## config.mk

```make
export PLATFORM = sky130hd
export DESIGN_NAME = wdog2_top
export DESIGN_NICKNAME = d
export VERILOG_FILES = /design/src/rtl/wdog2_pkg.sv /design/src/rtl/wdog2_cfg.sv /design/src/rtl/wdog2_count.sv /design/src/rtl/wdog2_stage.sv /design/src/rtl/wdog2_top.sv
export SDC_FILE = /design/constraint.sdc
export NUM_CORES = 1
export LEC_CHECK = 0
export ABC_AREA = 0
export ABC_CLOCK_PERIOD_IN_PS = 3060
export BUFFER_PORTS_ARGS = -buffer_cell sky130_fd_sc_hd__clkbuf_2
export CORE_ASPECT_RATIO = 1.2
export CORE_MARGIN = 2
export CORE_UTILIZATION = 45
export DETAILED_ROUTE_END_ITERATION = 8
export GPL_TIMING_DRIVEN = 0
export PLACE_DENSITY = 0.68
export RECOVER_POWER = 100
export SETUP_SLACK_MARGIN = 0.2
export SLEW_MARGIN = 20
export SYNTH_ARGS = -nofsm -noshare
export SYNTH_HDL_FRONTEND = slang
export SYNTH_HIERARCHICAL = 1
export SYNTH_SLANG_ARGS = --single-unit
```

## constraint.sdc

```tcl
create_clock -name clk -period 3.06 [get_ports clk]
set_input_delay 0.612 -clock clk [delete_from_list [all_inputs] [get_ports clk]]
set_output_delay 0.612 -clock clk [all_outputs]
set_load 0.02 [all_outputs]
```

## src/rtl/wdog2_pkg.sv

```systemverilog
package wdog2_pkg;

  localparam int DATA_W = 16;
  localparam int ADDR_W = 5;

  // Byte offsets; software decodes these, so they are fixed.
  localparam logic [ADDR_W-1:0] A_RELOAD = 5'h00;
  localparam logic [ADDR_W-1:0] A_STS1   = 5'h04;
  localparam logic [ADDR_W-1:0] A_STS2   = 5'h06;
  localparam logic [ADDR_W-1:0] A_CTL    = 5'h08;
  localparam logic [ADDR_W-1:0] A_INIT   = 5'h12;

  // Field positions
  localparam int B_TMO  = 3;   // status word 1
  localparam int B_SEC  = 1;   // status word 2
  localparam int B_BOOT = 2;   // status word 2
  localparam int B_HALT = 11;  // control word
  localparam int B_NRB  = 0;   // control word

  // Accept an initial value only at or above the floor.
  function automatic logic init_ok(input int unsigned val, input int unsigned floor_v);
    return val >= floor_v;
  endfunction

  // One step of the countdown: reload wins, an expiry restarts, a tick drops by one.
  function automatic int unsigned count_step(input int unsigned cur,
                                             input int unsigned start,
                                             input logic reload,
                                             input logic go);
    if (reload) return start;
    if (go && cur == 0) return start;
    if (go) return cur - 1;
    return cur;
  endfunction

endpackage

```

## src/rtl/wdog2_cfg.sv

```systemverilog
module wdog2_cfg
  import wdog2_pkg::*;
#(
  parameter int CNT_W    = 10,
  parameter int MIN_INIT = 4,
  parameter int RST_INIT = 4
) (
  input  logic              clk,
  input  logic              rst_n,
  input  logic              wr_en,
  input  logic [ADDR_W-1:0] addr,
  input  logic [DATA_W-1:0] wdata,
  input  logic              lock,
  input  logic [CNT_W-1:0]  count,
  input  logic              tmo_flag,
  input  logic              sec_flag,
  input  logic              boot_flag,
  output logic              halt,
  output logic              nrb_eff,
  output logic [CNT_W-1:0]  init_val,
  output logic              reload_wr,
  output logic              clr_tmo,
  output logic              clr_sec,
  output logic              clr_boot,
  output logic [DATA_W-1:0] rdata
);

  logic [DATA_W-1:0] init_q;
  logic              halt_q;
  logic              nrb_q;
  logic              wr_init, wr_ctl, wr_sts1, wr_sts2;

  assign wr_init   = wr_en && (addr == A_INIT);
  assign wr_ctl    = wr_en && (addr == A_CTL);
  assign wr_sts1   = wr_en && (addr == A_STS1);
  assign wr_sts2   = wr_en && (addr == A_STS2);
  assign reload_wr = wr_en && (addr == A_RELOAD);

  assign clr_tmo  = wr_sts1 && wdata[B_TMO];
  assign clr_sec  = wr_sts2 && wdata[B_SEC];
  assign clr_boot = wr_sts2 && wdata[B_BOOT];

  always_ff @(posedge clk) begin
    if (!rst_n) begin
      init_q <= DATA_W'(RST_INIT);
      halt_q <= 1'b1;
      nrb_q  <= 1'b1;
    end else begin
      if (wr_init && init_ok(32'(wdata[CNT_W-1:0]), MIN_INIT))
        init_q <= wdata;
      if (wr_ctl) begin
        halt_q <= wdata[B_HALT];
        nrb_q  <= wdata[B_NRB];
      end
    end
  end

  assign halt     = halt_q;
  assign nrb_eff  = nrb_q | lock;
  assign init_val = init_q[CNT_W-1:0];

  always_comb begin
    rdata = '0;
    unique case (addr)
      A_RELOAD: rdata[CNT_W-1:0] = count;
      A_STS1:   rdata[B_TMO]     = tmo_flag;
      A_STS2: begin
        rdata[B_SEC]  = sec_flag;
        rdata[B_BOOT] = boot_flag;
      end
      A_CTL: begin
        rdata[B_HALT] = halt_q;
        rdata[B_NRB]  = nrb_eff;
      end
      A_INIT:   rdata = init_q;
      default:  rdata = '0;
    endcase
  end

endmodule

```

## src/rtl/wdog2_count.sv

```systemverilog
module wdog2_count
  import wdog2_pkg::*;
#(
  parameter int CNT_W    = 10,
  parameter int RST_INIT = 4
) (
  input  logic             clk,
  input  logic             rst_n,
  input  logic             reload,
  input  logic             go,
  input  logic [CNT_W-1:0] start,
  output logic [CNT_W-1:0] count,
  output logic             expire
);

  logic [CNT_W-1:0] cnt_q;
  logic [CNT_W-1:0] cnt_d;

  assign expire = go && !reload && (cnt_q == '0);
  assign cnt_d  = CNT_W'(count_step(32'(cnt_q), 32'(start), reload, go));

  always_ff @(posedge clk) begin
    if (!rst_n) cnt_q <= CNT_W'(RST_INIT);
    else        cnt_q <= cnt_d;
  end

  assign count = cnt_q;

endmodule

```

## src/rtl/wdog2_stage.sv

```systemverilog
module wdog2_stage (
  input  logic clk,
  input  logic rst_n,
  input  logic boot_src,
  input  logic expire,
  input  logic nrb_eff,
  input  logic clr_tmo,
  input  logic clr_sec,
  input  logic clr_boot,
  output logic tmo_flag,
  output logic sec_flag,
  output logic boot_flag,
  output logic irq,
  output logic rst_req
);

  logic first_hit, second_hit;

  assign first_hit  = expire && !tmo_flag;
  assign second_hit = expire && tmo_flag;

  always_ff @(posedge clk) begin
    if (!rst_n) begin
      tmo_flag  <= 1'b0;
      sec_flag  <= 1'b0;
      boot_flag <= boot_src;
      irq       <= 1'b0;
      rst_req   <= 1'b0;
    end else begin
      tmo_flag  <= expire | (tmo_flag & ~clr_tmo);
      sec_flag  <= second_hit | (sec_flag & ~clr_sec);
      boot_flag <= boot_flag & ~clr_boot;
      irq       <= first_hit;
      rst_req   <= second_hit && !nrb_eff;
    end
  end

endmodule

```

## src/rtl/wdog2_top.sv

```systemverilog
module wdog2_top
  import wdog2_pkg::*;
#(
  parameter int CNT_W    = 10,
  parameter int MIN_INIT = 4,
  parameter int RST_INIT = 4
) (
  input  logic        clk,
  input  logic        rst_n,
  input  logic        tick_en,
  input  logic        boot_src,
  input  logic        noreboot_lock,
  input  logic        reg_wr,
  input  logic [4:0]  reg_addr,
  input  logic [15:0] reg_wdata,
  output logic [15:0] reg_rdata,
  output logic        irq,
  output logic        rst_req
);

  logic             halt, nrb_eff, reload_wr;
  logic             clr_tmo, clr_sec, clr_boot;
  logic             tmo_flag, sec_flag, boot_flag;
  logic             expire, tick_go;
  logic [CNT_W-1:0] init_val, count;

  assign tick_go = tick_en && !halt;

  wdog2_cfg #(.CNT_W(CNT_W), .MIN_INIT(MIN_INIT), .RST_INIT(RST_INIT)) u_cfg (
    .clk(clk), .rst_n(rst_n), .wr_en(reg_wr), .addr(reg_addr), .wdata(reg_wdata),
    .lock(noreboot_lock), .count(count), .tmo_flag(tmo_flag), .sec_flag(sec_flag),
    .boot_flag(boot_flag), .halt(halt), .nrb_eff(nrb_eff), .init_val(init_val),
    .reload_wr(reload_wr), .clr_tmo(clr_tmo), .clr_sec(clr_sec), .clr_boot(clr_boot),
    .rdata(reg_rdata)
  );

  wdog2_count #(.CNT_W(CNT_W), .RST_INIT(RST_INIT)) u_count (
    .clk(clk), .rst_n(rst_n), .reload(reload_wr), .go(tick_go), .start(init_val),
    .count(count), .expire(expire)
  );

  wdog2_stage u_stage (
    .clk(clk), .rst_n(rst_n), .boot_src(boot_src), .expire(expire), .nrb_eff(nrb_eff),
    .clr_tmo(clr_tmo), .clr_sec(clr_sec), .clr_boot(clr_boot), .tmo_flag(tmo_flag),
    .sec_flag(sec_flag), .boot_flag(boot_flag), .irq(irq), .rst_req(rst_req)
  );

endmodule

```

==> results.yml <==
critical_path:
  cp-start-kind: "input pin"
  cp-end-kind: "output pin"
  path_class: "input pin to output pin"
  crit_required_ns: 2.45
  arrival_ns: 2.28
  critPathMaxFanout: 9
layout:
  fillCellCount: 432
  multi_input_area_mm2: 0.00113
  ff_latch_area_um2: 661
  drive_above_1_share: 0.232
  area_growth_pct: 17.5
  nets: 307
  insertedDiodeCount: 0
  final_cells: 336
  final_cell_mix: "nand2_1, clkbuf_2, dfxtp_1"
  final_common_cell: "nand2_1"
floorplanning:
  fp.dieArea_mm2: 0.00496
  core_area_mm2: 0.00426
  die_height_um: 76.8
  die_x_um: 64.6
  placementRows: 26
  initial_core_util: 0.466
  ios: 45
global_routing:
  grt_pass1_wl_um: 8180
  grt_max_degree: 14
  grt_pass1_vias: 1720
  track_usage: 0.212
  antenna_found_initial: 0
  globalRoute.totalOverflow: 0
logic_synthesis:
  ys_ff_latch: 33
  syn_area_per_cell_um2: 8.63
  synth_flop_cell: "dfxtp_1"
  synth.yosys.seq_area_share: 0.333
  synth_area_leader_cell: "dfxtp_1"
  synth_cells: 230
  netlist_top_cells_area: "dfxtp_1, mux2i_1, nand2_1"
  syn_nets: 258
  synth_edf_count: 0
  yosysWarnings: 6
  synth_top_area_frac: 0.333
  synthArstFlopShare: 0
  ys_types: 57
  netlist_area_mm2: 0.00199
timing:
  report.final.slew_viol_count: 0
  setup_viol: 0
  max_freq_mhz: 346
  max_slew_margin: 0.0761
  report.final.hold_viol_count: 0
  post-route-period-util: 0.944
  skew_ns: 0.00440
  layout_setup_ws_ns: 0.173
  holdWs_ns: 0.451
  fin_crit_ns: 2.89
  rsz0062_at_grt: "true"
  worst_pin_slew_ns: 1.38
drt:
  wl_um: 5000
  wl_per_cell_um: 14.9
  routed_via_density: 5.53
  num_vias: 1858
  post-route-drc-count: 0
  first_pass_iters: 6
  first_iter_violations: 116
  drtAntennaViolNets: 0
cts:
  clockBufferDepth: 2
  clockRootBuffer: "clkbuf_8"
  hold_buffers: 0
  cts_tree: "built"
  numCtsBuffers: 5
  post-cts-setup-buffers: 0
  path_clk_slew_ns: 0.07
  clkLatencyLatePin_ns: 0.29
  cts_htree_levels: 2
  cts_num_sinks: 33
power:
  ir_drop_mv: 0.290
  p_comb_frac: 0.084
  leakage_nw: 0.932
  p_int_mw: 0.668
  clockPowerShare: 0.417
  swShare: 0.240
  p_per_area_mw_per_mm2: 377
  switchingPower_mw: 0.211
  p_seq_frac: 0.499
  power_mw: 0.880
worst_hold_path:
  holdCritPathClass: "flop to flop"
placement:
  portBuffers: 42
  place_ws_ns: 0.00495
  dpl.hpwl_um: 3670
  gp_congestion: 0.844
  dpl.cell_count: 328
status:
  status: "finished clean"
run:
  drv_cap: 0
==> routing by layer <==
metal,share of wire,wire length (um),track usage,up-vias
li1,-,-,-,917
met1,0.45,2250,0.266,888
met2,0.49,2430,0.346,41
met3,0.041,205,0.0513,12
met4,0.024,121,0.0851,0
met5,0,0,0,-
==> final timing paths <==
| kind | end | slack (ns) | depth (start not counted) | from |
|---|---|---|---|---|
| worst max-delay path | reg_rdata[3] | 0.17 | 6 | reg_addr[4] |
| worst min-delay path | u_cfg/init_q[14]$_SDFFE_PN0P_ | 0.45 | 2 | u_cfg/init_q[14]$_SDFFE_PN0P_ |
| worst max register to register | u_count/count[0]$_SDFFE_PN0P_ | 1.15 | 5 | u_count/count[0]$_SDFFE_PN0P_ |
| worst min register to register | u_cfg/init_q[14]$_SDFFE_PN0P_ | 0.45 | 2 | u_cfg/init_q[14]$_SDFFE_PN0P_ |
==> final cells by class <==
| cell class | instances | area share |
|---|---|---|
| Tap cell | 56 | 0.0300 |
| Sequential cell | 33 | 0.283 |
| Timing Repair Buffer | 42 | 0.0853 |
| Inverter | 11 | 0.0177 |
| Clock buffer | 7 | 0.0413 |
| Multi-Input combinational cell | 165 | 0.483 |
| Buffer | 21 | 0.0569 |
| Clock inverter | 1 | 0.00215 |
==> worst max-delay path: stages <==
cell	delay [ns]
clkbuf_1	0.11
or3_1	0.37
clkbuf_1	0.21
nor3_2	0.49
a221o_1	0.25
clkbuf_1	0.23
==> flip-flops by register name, summed over array words and instances, names as in the netlist <==
register,cells
u_cfg/halt,1
u_stage/rst_req,1
u_stage/irq,1
u_cfg/nrb_q,1
u_stage/boot_flag,1
u_cfg/init_q,16
u_count/count,10
u_stage/tmo_flag,1
u_stage/sec_flag,1
==> cells by family (layout without fill, tap and decap cells) <==
kind of cell	count (synthesis)	count (layout)	share of synthesized area
buf+inv	32	82	0.0914
xor+xnor	4	4	0.0176
flops	33	33	0.333
mux	19	19	0.0958
compound gates	43	43	0.176
simple gates	98	98	0.280
fa+ha+maj	1	1	0.00630
==> power groups by stage <==
stage / clock network, mW / logic (mW) / registers (mW)
floorplan: 0 / 0.0441 / 0.447
global placement: 0 / 0.0758 / 0.449
detailed placement: 0 / 0.0758 / 0.449
CTS: 0.373 / 0.0767 / 0.439
global route: 0.392 / 0.0824 / 0.439
finish: 0.367 / 0.0743 / 0.439
==> repair_timing <==
action                                  4_1_cts  5_1_grt
endpoints found under the setup margin       13       12
cloned                                        0        0
resized for setup                             2        1
==> stage by stage <==
| step | instance area, um^2 | setup TNS, ns | util |
|---|---|---|---|
| finish | 2330 | 0 | 0.547 |
| global route | 2330 | 0 | 0.547 |
| CTS | 2370 | 0 | 0.557 |
| detailed placement | 2270 | 0 | 0.532 |
| global placement | 2270 | -0.0466 | 0.532 |
| floorplan | 1990 | 0 | - |
==> cells in the mapped netlist, types with 2 or more instances <==
cell type,number
and2_1,5
nor4_1,5
a31oi_1,6
xnor2_1,2
nand2b_1,2
nand3_1,3
buf_4,11
nor2b_1,7
clkbuf_1,7
nor4b_1,5
mux2i_1,19
a21oi_1,5
nand2_1,39
nor2_1,10
a22o_1,7
o21ai_0,3
dfxtp_1,33
o311ai_1,2
nor3_1,5
xor2_1,2
and3_1,2
a221o_1,4
inv_1,11
o211ai_1,2
(Power assumes the default switching activity.)
